File: config.mk
export PLATFORM = sky130hd
export DESIGN_NAME = stream_sched_xbar
export DESIGN_NICKNAME = d
export VERILOG_FILES = /design/src/rtl/sxb_pkg.sv /design/src/rtl/sxb_cfg_bank.sv /design/src/rtl/sxb_chan_ctrl.sv /design/src/rtl/sxb_group_join.sv /design/src/rtl/sxb_out_reg.sv /design/src/rtl/stream_sched_xbar.sv
export SDC_FILE = /design/constraint.sdc
export NUM_CORES = 1
export LEC_CHECK = 0
export BUFFER_PORTS_ARGS = -buffer_cell sky130_fd_sc_hd__buf_4
export CORE_MARGIN = 2
export CORE_UTILIZATION = 52
export CTS_CLUSTER_DIAMETER = 120
export DETAILED_ROUTE_END_ITERATION = 16
export PLACE_DENSITY = 0.75
export SLEW_MARGIN = 25
export SYNTH_ARGS = -nofsm -noshare
export SYNTH_HDL_FRONTEND = slang
export SYNTH_SLANG_ARGS = --single-unit
File: constraint.sdc
create_clock -name clk -period 3.65 [get_ports clk]
set_input_delay 0.365 -clock clk [delete_from_list [all_inputs] [get_ports clk]]
set_output_delay 0.365 -clock clk [all_outputs]
set_load 0.01 [all_outputs]
File: src/rtl/sxb_pkg.sv
package sxb_pkg;
  typedef enum logic [1:0] {
    FLD_SEL   = 2'd0,
    FLD_GRP   = 2'd1,
    FLD_START = 2'd2,
    FLD_COUNT = 2'd3
  } cfg_field_e;
endpackage

File: src/rtl/sxb_cfg_bank.sv
module sxb_cfg_bank #(
  parameter int N_CH   = 4,
  parameter int SEL_W  = 2,
  parameter int GRP_W  = 2,
  parameter int CYC_W  = 16,
  parameter int CNT_W  = 16,
  parameter int CFG_W  = 16,
  localparam int CH_W   = (N_CH > 1) ? $clog2(N_CH) : 1,
  localparam int ADDR_W = CH_W + 2
) (
  input  logic                         clk,
  input  logic                         rst,
  input  logic                         we,
  input  logic                         lock,
  input  logic [ADDR_W-1:0]            addr,
  input  logic [CFG_W-1:0]             wdata,
  output logic [N_CH-1:0][SEL_W-1:0]   sel_o,
  output logic [N_CH-1:0][GRP_W-1:0]   grp_o,
  output logic [N_CH-1:0][CYC_W-1:0]   start_o,
  output logic [N_CH-1:0][CNT_W-1:0]   count_o
);
  import sxb_pkg::*;

  logic [CH_W-1:0] wr_ch;
  cfg_field_e      wr_fld;

  assign wr_ch  = addr[ADDR_W-1:2];
  assign wr_fld = cfg_field_e'(addr[1:0]);

  for (genvar c = 0; c < N_CH; c++) begin : g_ch
    logic [SEL_W-1:0] sel_r;
    logic [GRP_W-1:0] grp_r;
    logic [CYC_W-1:0] start_r;
    logic [CNT_W-1:0] count_r;
    logic             hit;

    assign hit = we && !lock && (wr_ch == CH_W'(c));

    always_ff @(posedge clk) begin
      if (rst) begin
        sel_r   <= '0;
        grp_r   <= '0;
        start_r <= '0;
        count_r <= '0;
      end else if (hit) begin
        case (wr_fld)
          FLD_SEL:   sel_r   <= wdata[SEL_W-1:0];
          FLD_GRP:   grp_r   <= wdata[GRP_W-1:0];
          FLD_START: start_r <= wdata[CYC_W-1:0];
          default:   count_r <= wdata[CNT_W-1:0];
        endcase
      end
    end

    assign sel_o[c]   = sel_r;
    assign grp_o[c]   = grp_r;
    assign start_o[c] = start_r;
    assign count_o[c] = count_r;
  end
endmodule

File: src/rtl/sxb_chan_ctrl.sv
module sxb_chan_ctrl #(
  parameter int CYC_W = 16,
  parameter int CNT_W = 16
) (
  input  logic             clk,
  input  logic             rst,
  input  logic             arm,
  input  logic             live,
  input  logic [CYC_W-1:0] cyc,
  input  logic [CYC_W-1:0] start_cfg,
  input  logic [CNT_W-1:0] count_cfg,
  input  logic             fire,
  output logic             active_o,
  output logic             enabled_o,
  output logic             spent_o
);
  logic [CNT_W-1:0] rem_q;

  always_ff @(posedge clk) begin
    if (rst)       rem_q <= '0;
    else if (arm)  rem_q <= count_cfg;
    else if (fire) rem_q <= rem_q - 1'b1;
  end

  assign enabled_o = (count_cfg != '0);
  assign spent_o   = (rem_q == '0);
  assign active_o  = live && enabled_o && !spent_o && (cyc >= start_cfg);
endmodule

File: src/rtl/sxb_group_join.sv
module sxb_group_join #(
  parameter int N_CH  = 4,
  parameter int GRP_W = 2,
  localparam int N_GRP = 1 << GRP_W
) (
  input  logic [N_CH-1:0]             active,
  input  logic [N_CH-1:0]             can,
  input  logic [N_CH-1:0][GRP_W-1:0]  grp,
  output logic [N_CH-1:0]             go
);
  logic [N_GRP-1:0] blocked;

  always_comb begin
    blocked = '0;
    for (int c = 0; c < N_CH; c++) begin
      if (active[c] && !can[c]) blocked[grp[c]] = 1'b1;
    end
    for (int c = 0; c < N_CH; c++) begin
      go[c] = active[c] && !blocked[grp[c]];
    end
  end
endmodule

File: src/rtl/sxb_out_reg.sv
module sxb_out_reg #(
  parameter int DATA_W = 32
) (
  input  logic              clk,
  input  logic              rst,
  input  logic              clr,
  input  logic              load,
  input  logic [DATA_W-1:0] data_i,
  input  logic              ready_i,
  output logic              valid_o,
  output logic [DATA_W-1:0] data_o
);
  always_ff @(posedge clk) begin
    if (rst || clr)   valid_o <= 1'b0;
    else if (load)    valid_o <= 1'b1;
    else if (ready_i) valid_o <= 1'b0;
  end

  always_ff @(posedge clk) begin
    if (rst)       data_o <= '0;
    else if (load) data_o <= data_i;
  end
endmodule

File: src/rtl/stream_sched_xbar.sv
module stream_sched_xbar #(
  parameter int N_IN   = 4,
  parameter int N_CH   = 4,
  parameter int DATA_W = 32,
  parameter int CYC_W  = 16,
  parameter int CNT_W  = 16,
  localparam int SEL_W  = (N_IN > 1) ? $clog2(N_IN) : 1,
  localparam int CH_W   = (N_CH > 1) ? $clog2(N_CH) : 1,
  localparam int GRP_W  = CH_W,
  localparam int ADDR_W = CH_W + 2,
  localparam int CFG_W  = (CYC_W > CNT_W) ? CYC_W : CNT_W
) (
  input  logic                     clk,
  input  logic                     rst,
  input  logic                     run_en,
  input  logic                     start,
  input  logic                     cfg_we,
  input  logic [ADDR_W-1:0]        cfg_addr,
  input  logic [CFG_W-1:0]         cfg_wdata,
  input  logic [N_IN-1:0]          in_valid,
  output logic [N_IN-1:0]          in_ready,
  input  logic [N_IN*DATA_W-1:0]   in_data,
  output logic [N_CH-1:0]          out_valid,
  input  logic [N_CH-1:0]          out_ready,
  output logic [N_CH*DATA_W-1:0]   out_data,
  output logic [N_CH-1:0]          chan_done,
  output logic                     all_done
);
  logic [N_CH-1:0][SEL_W-1:0]  sel_q;
  logic [N_CH-1:0][GRP_W-1:0]  grp_q;
  logic [N_CH-1:0][CYC_W-1:0]  start_q;
  logic [N_CH-1:0][CNT_W-1:0]  count_q;
  logic [N_IN-1:0][DATA_W-1:0] in_vec;

  logic             armed_q;
  logic [CYC_W-1:0] cyc_q;
  logic             arm;
  logic             live;
  logic             flush;

  logic [N_CH-1:0]  act;
  logic [N_CH-1:0]  en;
  logic [N_CH-1:0]  spent;
  logic [N_CH-1:0]  can;
  logic [N_CH-1:0]  go;

  assign in_vec = in_data;
  assign arm    = run_en && start;
  assign live   = armed_q && run_en && !start;
  assign flush  = arm || !run_en;

  sxb_cfg_bank #(
    .N_CH (N_CH), .SEL_W(SEL_W), .GRP_W(GRP_W),
    .CYC_W(CYC_W), .CNT_W(CNT_W), .CFG_W(CFG_W)
  ) cfg_i (
    .clk    (clk),
    .rst    (rst),
    .we     (cfg_we),
    .lock   (run_en),
    .addr   (cfg_addr),
    .wdata  (cfg_wdata),
    .sel_o  (sel_q),
    .grp_o  (grp_q),
    .start_o(start_q),
    .count_o(count_q)
  );

  always_ff @(posedge clk) begin
    if (rst) begin
      armed_q <= 1'b0;
      cyc_q   <= '0;
    end else if (!run_en) begin
      armed_q <= 1'b0;
    end else if (start) begin
      armed_q <= 1'b1;
      cyc_q   <= '0;
    end else if (armed_q && (cyc_q != '1)) begin
      cyc_q <= cyc_q + 1'b1;
    end
  end

  for (genvar c = 0; c < N_CH; c++) begin : g_chan
    logic src_ok;

    if (N_IN == (1 << SEL_W)) begin : g_full
      assign src_ok = 1'b1;
    end else begin : g_part
      assign src_ok = ({1'b0, sel_q[c]} < (SEL_W+1)'(N_IN));
    end

    assign can[c] = src_ok && in_valid[sel_q[c]] &&
                    (!out_valid[c] || out_ready[c]);

    sxb_chan_ctrl #(.CYC_W(CYC_W), .CNT_W(CNT_W)) ctrl_i (
      .clk      (clk),
      .rst      (rst),
      .arm      (arm),
      .live     (live),
      .cyc      (cyc_q),
      .start_cfg(start_q[c]),
      .count_cfg(count_q[c]),
      .fire     (go[c]),
      .active_o (act[c]),
      .enabled_o(en[c]),
      .spent_o  (spent[c])
    );

    sxb_out_reg #(.DATA_W(DATA_W)) oreg_i (
      .clk    (clk),
      .rst    (rst),
      .clr    (flush),
      .load   (go[c]),
      .data_i (in_vec[sel_q[c]]),
      .ready_i(out_ready[c]),
      .valid_o(out_valid[c]),
      .data_o (out_data[c*DATA_W +: DATA_W])
    );

    assign chan_done[c] = armed_q && en[c] && spent[c] && !out_valid[c];
  end

  sxb_group_join #(.N_CH(N_CH), .GRP_W(GRP_W)) join_i (
    .active(act),
    .can   (can),
    .grp   (grp_q),
    .go    (go)
  );

  always_comb begin
    for (int i = 0; i < N_IN; i++) begin
      in_ready[i] = 1'b0;
      for (int c = 0; c < N_CH; c++) begin
        if (go[c] && (sel_q[c] == SEL_W'(i))) in_ready[i] = 1'b1;
      end
    end
  end

  assign all_done = armed_q && (&(chan_done | ~en));
endmodule

* After elaboration in Yosys (flattened, before gate mapping)
Cells that the tools add are included.
** Word-level totals
- Flip-flop bits (word level) :: 357
- Input bits :: 161
- Logic and storage cells :: 279
** Cells by class
- Add/sub/neg operators :: 5
- Order comparisons :: 16
- Equal/unequal tests :: 18
- Muxes and demuxes :: 70
- Bitwise logic cells :: 7
- Reductions and logical operators :: 133
** Operators with widths (count)
- 32-bit binary-select mux with 2-bit select :: 4
- 16-bit 2-to-1 mux :: 10
- 32-bit 2-to-1 mux :: 4
- 1-bit logical AND :: 66
- 16-bit >= comparator :: 4
- 16-bit zero test :: 4
- 16-bit nonzero test :: 4
- 16-bit by 1-bit subtractor with 16-bit output, second input constant :: 4
- 1-bit 2-to-1 mux :: 36
- 2-bit AND reduction :: 17
- 2-bit by 3-bit less-than comparator with 1-bit output, second input constant :: 8
- 2-bit == test, second input constant :: 11
- 1-bit zero test :: 18
- 2-bit nonzero test :: 9
- 16-bit by 1-bit adder with 16-bit output, second input constant :: 1
- 1-bit binary-select mux with 2-bit select :: 8
- 4-bit 2-to-1 mux :: 4
- 16-bit inequality test, second input constant :: 1
- 4-bit OR :: 4
- 2-bit by 1-bit == test with 1-bit output, second input constant :: 6
- 2-bit zero test :: 6
- 1-bit demux with 2-bit select :: 4
- 2-bit by 1-bit >= comparator with 1-bit output, second input constant :: 4
- 1-bit logical OR :: 6
- other kinds (5) :: 6

* Longest topological paths before layout
- Depth in word-level cells :: 22
- Depth in mapped cells :: 14

* Hierarchy
From an unflattened synthesis, not the netlist that was laid out.
** Unflattened totals
- Cell total of the unflattened synthesis :: 2030
- Area, all modules :: 20847.5 sq um
** Modules (own cells, without submodules)
- sxb_cfg_bank :: times used 1, cells an instance 520, area each 5750.5 sq um, sequential area each 2882.8 sq um
- sxb_out_reg :: times used 4, cells an instance 108, area each 1207.4 sq um, sequential area each 660.6 sq um
- stream_sched_xbar :: times used 1, cells an instance 343, area each 4418.0 sq um, sequential area each 340.3 sq um
- sxb_chan_ctrl (g_chan[1].ctrl_i ...) :: times used 3, cells an instance 172, area each 1380.1 sq um, sequential area each 320.3 sq um
- sxb_chan_ctrl (g_chan[0].ctrl_i) :: times used 1, cells an instance 170, area each 1351.3 sq um, sequential area each 320.3 sq um
- sxb_group_join :: times used 1, cells an instance 49, area each 357.8 sq um, sequential area each 0.0 sq um

* Worst setup path before layout
No wires, ideal clock.
- Path kind :: reg-to-output
- Start point :: register g_chan[0].ctrl_i.rem_q[0]
- End point :: output in_ready[0]
- Arrival :: 3223 ps
- Path slack :: 62 ps
- Cell stages (with the launch flop) :: 14
- Cell sequence :: dfxtp_1 > inv_1 > ha_1 > or4b_4 > or4_1 > o211ai_2 > a311oi_1 > a32oi_2 > nand2_1 > a211o_1 > or2_1 > buf_2 > or3_1 > nand4_1
** On the way
- Cells in the longest elaborated chain, start to end :: 21
- Elaborated cells between the ends (all ways) :: 36
- Those cells by class :: mux: 16; bitwise: 3; reduce/logical: 17
** RTL lines
- start, declared :: RTL line sxb_chan_ctrl.sv:17 : logic [CNT_W-1:0] rem_q;
- start signal, assigned :: RTL line sxb_chan_ctrl.sv:21 : else if (arm) rem_q <= count_cfg;
- start signal, assigned :: RTL line sxb_chan_ctrl.sv:22 : else if (fire) rem_q <= rem_q - 1'b1;
- 16-bit zero test * :: RTL line sxb_chan_ctrl.sv:26 : assign spent_o = (rem_q == '0);
- 1-bit zero test * :: RTL line sxb_chan_ctrl.sv:27 : assign active_o = live && enabled_o && !spent_o && (cyc >= start_cfg);
- 1-bit logical AND * (2 in series) :: RTL line sxb_chan_ctrl.sv:27
- 1-bit logical AND :: RTL line sxb_group_join.sv:16 : if (active[c] && !can[c]) blocked[grp[c]] = 1'b1;
- 4-bit 2-to-1 mux :: RTL line sxb_group_join.sv:16
- 4-bit OR (no line)
- 4-bit 2-to-1 mux :: RTL line sxb_group_join.sv:16
- 4-bit OR (no line)
- [2 not listed]
- 4-bit 2-to-1 mux :: RTL line sxb_group_join.sv:16
- 1-bit binary-select mux with 2-bit select :: RTL line sxb_group_join.sv:19 : go[c] = active[c] && !blocked[grp[c]];
- 1-bit 2-to-1 mux (not written as such) :: RTL line sxb_group_join.sv:19
- 1-bit zero test :: RTL line sxb_group_join.sv:19
- 1-bit logical AND :: RTL line sxb_group_join.sv:19
- 1-bit logical AND :: RTL line stream_sched_xbar.sv:133 : if (go[c] && (sel_q[c] == SEL_W'(i))) in_ready[i] = 1'b1;
- 1-bit 2-to-1 mux (3 in series) :: RTL line stream_sched_xbar.sv:133
- 1-bit 2-to-1 mux * :: RTL line stream_sched_xbar.sv:133
- end, declared :: RTL line stream_sched_xbar.sv:21 : output logic [N_IN-1:0] in_ready,
Mark *: on every way between the ends. The rest lies on a longest branch, timed or not. The select of a mux whose other input is x is not followed.

* Worst setup path after layout
- Start point :: register cyc_q[10]
- End point :: output in_ready[2]
** On the way
- Cells in the longest elaborated chain, start to end :: 19
- Elaborated cells between the ends (all ways) :: 43
- Those cells by class :: order compare: 4; mux: 16; bitwise: 3; reduce/logical: 20
** RTL lines
- start, declared :: RTL line stream_sched_xbar.sv:36 : logic [CYC_W-1:0] cyc_q;
- start signal, assigned :: RTL line stream_sched_xbar.sv:78 : cyc_q <= cyc_q + 1'b1;
- 16-bit >= comparator :: RTL line sxb_chan_ctrl.sv:27
- 1-bit logical AND :: RTL line sxb_chan_ctrl.sv:27
- 1-bit logical AND :: RTL line sxb_group_join.sv:16
- 4-bit 2-to-1 mux :: RTL line sxb_group_join.sv:16
- 4-bit OR (no line)
- 4-bit 2-to-1 mux :: RTL line sxb_group_join.sv:16
- 4-bit OR (no line)
- 4-bit 2-to-1 mux :: RTL line sxb_group_join.sv:16
- 4-bit OR (no line)
- 4-bit 2-to-1 mux :: RTL line sxb_group_join.sv:16
- 1-bit binary-select mux with 2-bit select :: RTL line sxb_group_join.sv:19
- 1-bit 2-to-1 mux (not written as such) :: RTL line sxb_group_join.sv:19
- 1-bit zero test :: RTL line sxb_group_join.sv:19
- 1-bit logical AND :: RTL line sxb_group_join.sv:19
- 1-bit logical AND :: RTL line stream_sched_xbar.sv:133
- 1-bit 2-to-1 mux (3 in series) :: RTL line stream_sched_xbar.sv:133
- 1-bit 2-to-1 mux * :: RTL line stream_sched_xbar.sv:133
Marks and branches as above.

==> run_results.csv <==
group,metric,value,unit
power,powerDensity,351,mW/mm2
outcome,status,"finished with violations",
timing,final.setup.worst_slack,-0.661,ns
clocking,path_clk_slew,0.06,ns
synth,avgSynthCellArea,8.45,um2
layout,fin_util,68.1,%
power,p_seq_share,44.3,%
detailed_routing,wl_met2,32600,um
floorplanning,chipWidth,198,um
detailed_routing,viasPerCell,6.14,
clocking,h-tree-depth,2,
power,switching_share,25.0,%
power,switchingPower,2.23,mW
global_routing,antenna_found_initial,0,
worst_setup_path,required,3.28,ns
synth,ys_ff_latch,357,
detailed_routing,routed_wirelength,69800,um
synth,synthCells,2325,
job,cap_violations,0,
floorplanning,std_cell_rows,71,
layout,nets,2909,
timing,rsz0062_at_grt,"yes",
synth,synth_top_area_share,36.4,%
global_routing,grt_overflow_total,0,
clocking,root_buffer,"clkbuf_16",
detailed_routing,ant_nets,0,
timing,drv_slew,0,
floorplanning,start_util,52.5,%
floorplanning,core_area,0.0374,mm2
power,p_int,6.70,mW
place,numPortBuffers,301,
global_routing,grt_pass1_wl,105000,um
worst_setup_path,slowest_stage,"and4_1",
timing,setup_violations,19,
detailed_routing,drcViolationCount,0,
timing,fmax,0.232,GHz
detailed_routing,wl_met3,6820,um
place,place.gp.congestion,0.929,
worst_setup_path,start_kind,"flip-flop",
clocking,cts.path.max_buffers,3,
clocking,cts_made_buffers,41,
worst_setup_path,path_class,"reg2out",
clocking,hold_buffers,0,
global_routing,grt_util_all_layers,34.4,%
synth,yosys_warnings,0,
detailed_routing,dr.pass1.iters,6,
layout,regArea,0.00717,mm2
synth,yosys-top-cells-count,"nand2_1, dfxtp_1, a21oi_1",
worst_setup_path,cp_max_fo,6,
synth,synth-async-reset-ratio,0,%
power,ir_drop,0.313,mV
detailed_routing,drtIter0Drc,1721,
synth,syn_area,0.0196,mm2
synth,yosysSeqAreaShare,36.4,%
synth,yosys-top-cells-area,"dfxtp_1, mux4_2, nand2_1, a21oi_1, ha_1",
floorplanning,dieArea,0.0393,mm2
synth,yosysTopAreaCell,"dfxtp_1",
place,post-dp-hpwl,47700,um
layout,fill_cells,2922,
timing,tightest_slew,0.834,ns
worst_setup_path,critPathTopFamily,"compound AO/OA/AOI/OAI gates",
place,place_area,0.0230,mm2
worst_setup_path,cp.arrival,3.95,ns
timing,min_period,4.31,ns
worst_setup_path,cp_common_cell,"buf_4",
detailed_routing,wl_met1,26300,um
worst_setup_path,end_kind,"output port",
layout,multi_input_area,0.0121,mm2
clocking,clock_latency,0.57,ns
layout,stdcell_area,0.0255,mm2
synth,ys_types,75,
timing,skew,0.0160,ns
global_routing,grt_max_degree,164,
timing,relSlewSlack,44.4,%
layout,drive_gt1_share,29.3,%
clocking,cts_tree,"yes",
layout,antenna_cells,0,
floorplanning,boundaryPins,302,
power,combPwrFrac,9.6,%
synth,synth_most_common_cell,"nand2_1",
outcome,violations,"setup timing",
worst_setup_path,crit_chain,"buf_4, ha_1, and4_1, o311ai_2, buf_4, a211oi_4, buf_4, nand2_1, a311oi_2, a221oi_4, buf_6, and4b_1, a31oi_1, o311ai_1, buf_4",
layout,syn_to_final_growth,29.8,%
timing,hold_violations,0,
power,p_leak,9.26,nW
synth,synth_top_flop_cell,"dfxtp_1",
synth,synth_nets,2555,
worst_hold_path,hold_class,"in2reg",
timing,finalCritPeriodShare,118,%
synth,synth-edff-count,0,
detailed_routing,top_layer_used,"met4",
worst_setup_path,cp_num_buf_inv,5,
floorplanning,die_h,198,um
clocking,cts_sinks,357,
detailed_routing,wl_per_cell,21.7,um
worst_setup_path,critPathMaxStageDelay,0.36,ns
power,clkPwrFrac,46.1,%
detailed_routing,num_vias,19800,
global_routing,grt_pass1_vias,18900,
==> timing repair <==
item	4_1_cts	5_1_grt
buffers inserted	18	24
endpoints found under the setup margin	159	131
pin swaps	33	31
gates resized for setup	66	97
gates cloned	0	2
==> final timing paths <==
path	end	depth (start not counted)	start	slack [ns]
max	in_ready[2]	15	cyc_q[10]$_SDFFE_PP0P_	-0.66
min	armed_q$_SDFFE_PP0P_	3	start	0.12
min reg2reg	cfg_i.g_ch[2].start_r[11]$_SDFFE_PP0P_	2	cfg_i.g_ch[2].start_r[11]$_SDFFE_PP0P_	0.45
max reg2reg	g_chan[3].ctrl_i.rem_q[15]$_SDFFE_PP0P_	20	g_chan[0].ctrl_i.rem_q[0]$_SDFFE_PP0P_	-0.48
==> worst reg2reg max path: stages, from the launching register on <==
cell	delay, ns
dfxtp_2	0.32
inv_2	0.08
ha_4	0.13
or4b_4	0.46
or4_4	0.44
o211ai_4	0.23
a311oi_4	0.09
a32oi_4	0.28
nand2_2	0.11
buf_6	0.13
buf_6	0.11
o22ai_4	0.18
nor2_4	0.08
buf_6	0.12
buf_6	0.10
buf_6	0.10
buf_6	0.10
buf_6	0.10
buf_8	0.13
or4_1	0.49
a311oi_1	0.26
==> power groups by stage <==
stage          clock network (mW)  registers, mW  logic [mW]
2_1_floorplan                   0           4.04       0.422
3_3_place_gp                    0           4.04       0.776
3_5_place_dp                    0           4.04       0.795
4_1_cts                      4.15           3.95       0.817
5_1_grt                      4.31           3.96       0.906
6_report                     4.12           3.96       0.858
==> cells by family (layout without fill, tap and decap cells) <==
family                   count (synthesis)  in the layout  share of synthesized area (%)
AND/OR/NAND/NOR                        978            978                           22.2
AO/OA/AOI/OAI                          497            497                           14.9
flip-flops                             357            357                           36.4
buffers and inverters                  260            644                           5.43
multiplexers                           136            136                           15.3
adder cells (fa/ha/maj)                 69             69                           4.40
XOR/XNOR                                28             28                           1.25
==> layout make-up <==
| type | count | share of cell area (%) |
|---|---|---|
| Tap cell | 511 | 2.51 |
| Multi-Input combinational cell | 1708 | 47.3 |
| Timing Repair Buffer | 485 | 15.6 |
| Clock inverter | 14 | 0.570 |
| Clock buffer | 59 | 4.61 |
| Inverter | 86 | 1.28 |
| Sequential cell | 357 | 28.1 |
==> sequential cells by signal, summed over array words and instances, names as in the netlist <==
register	count
cfg_i.g_ch.grp_r	8
cyc_q	16
armed_q	1
cfg_i.g_ch.count_r	64
cfg_i.g_ch.start_r	64
g_chan.oreg_i.data_o	128
g_chan.oreg_i.valid_o	4
cfg_i.g_ch.sel_r	8
g_chan.ctrl_i.rem_q	64
==> cell usage in the layout, fill, tap and decap left out, types with 12 or more instances in the layout <==
cell	count
nand2_1	601
xnor2_1	17
a211oi_1	16
clkbuf_16	43
nor3_1	27
buf_4	438
inv_1	83
dfxtp_2	16
nand2b_1	13
a31oi_1	26
and2_1	12
ha_4	12
o21ai_0	30
nor2b_1	13
nand3_1	46
nand4_1	28
ha_1	57
nor4_1	28
a21oi_1	314
buf_6	27
nand3b_1	13
nor2_1	94
mux4_2	132
or3_1	22
dfxtp_1	341
==> per-layer routing <==
metal | track usage (%) | vias to the layer above
met3 | 7.55 | 275
met5 | 0 | -
met1 | 43.4 | 9492
met4 | 18.3 | 0
met2 | 55.3 | 1030
li1 | - | 8985
==> through the flow <==
step,hold WS (ns),instances,setup TNS (ns),power [mW],setup WS (ns)
after CTS,0.0986,3195,-2.45,8.92,-0.633
after global routing,0.128,3220,-8.52,9.18,-0.773
after floorplan,0.436,2325,0,4.46,0.0622
final,0.123,3220,-6.04,8.94,-0.661
after global placement,0.442,3106,-12.13,4.81,-0.218
after detailed placement,0.447,3106,-13.71,4.83,-0.232
(Power assumes the default switching activity.)
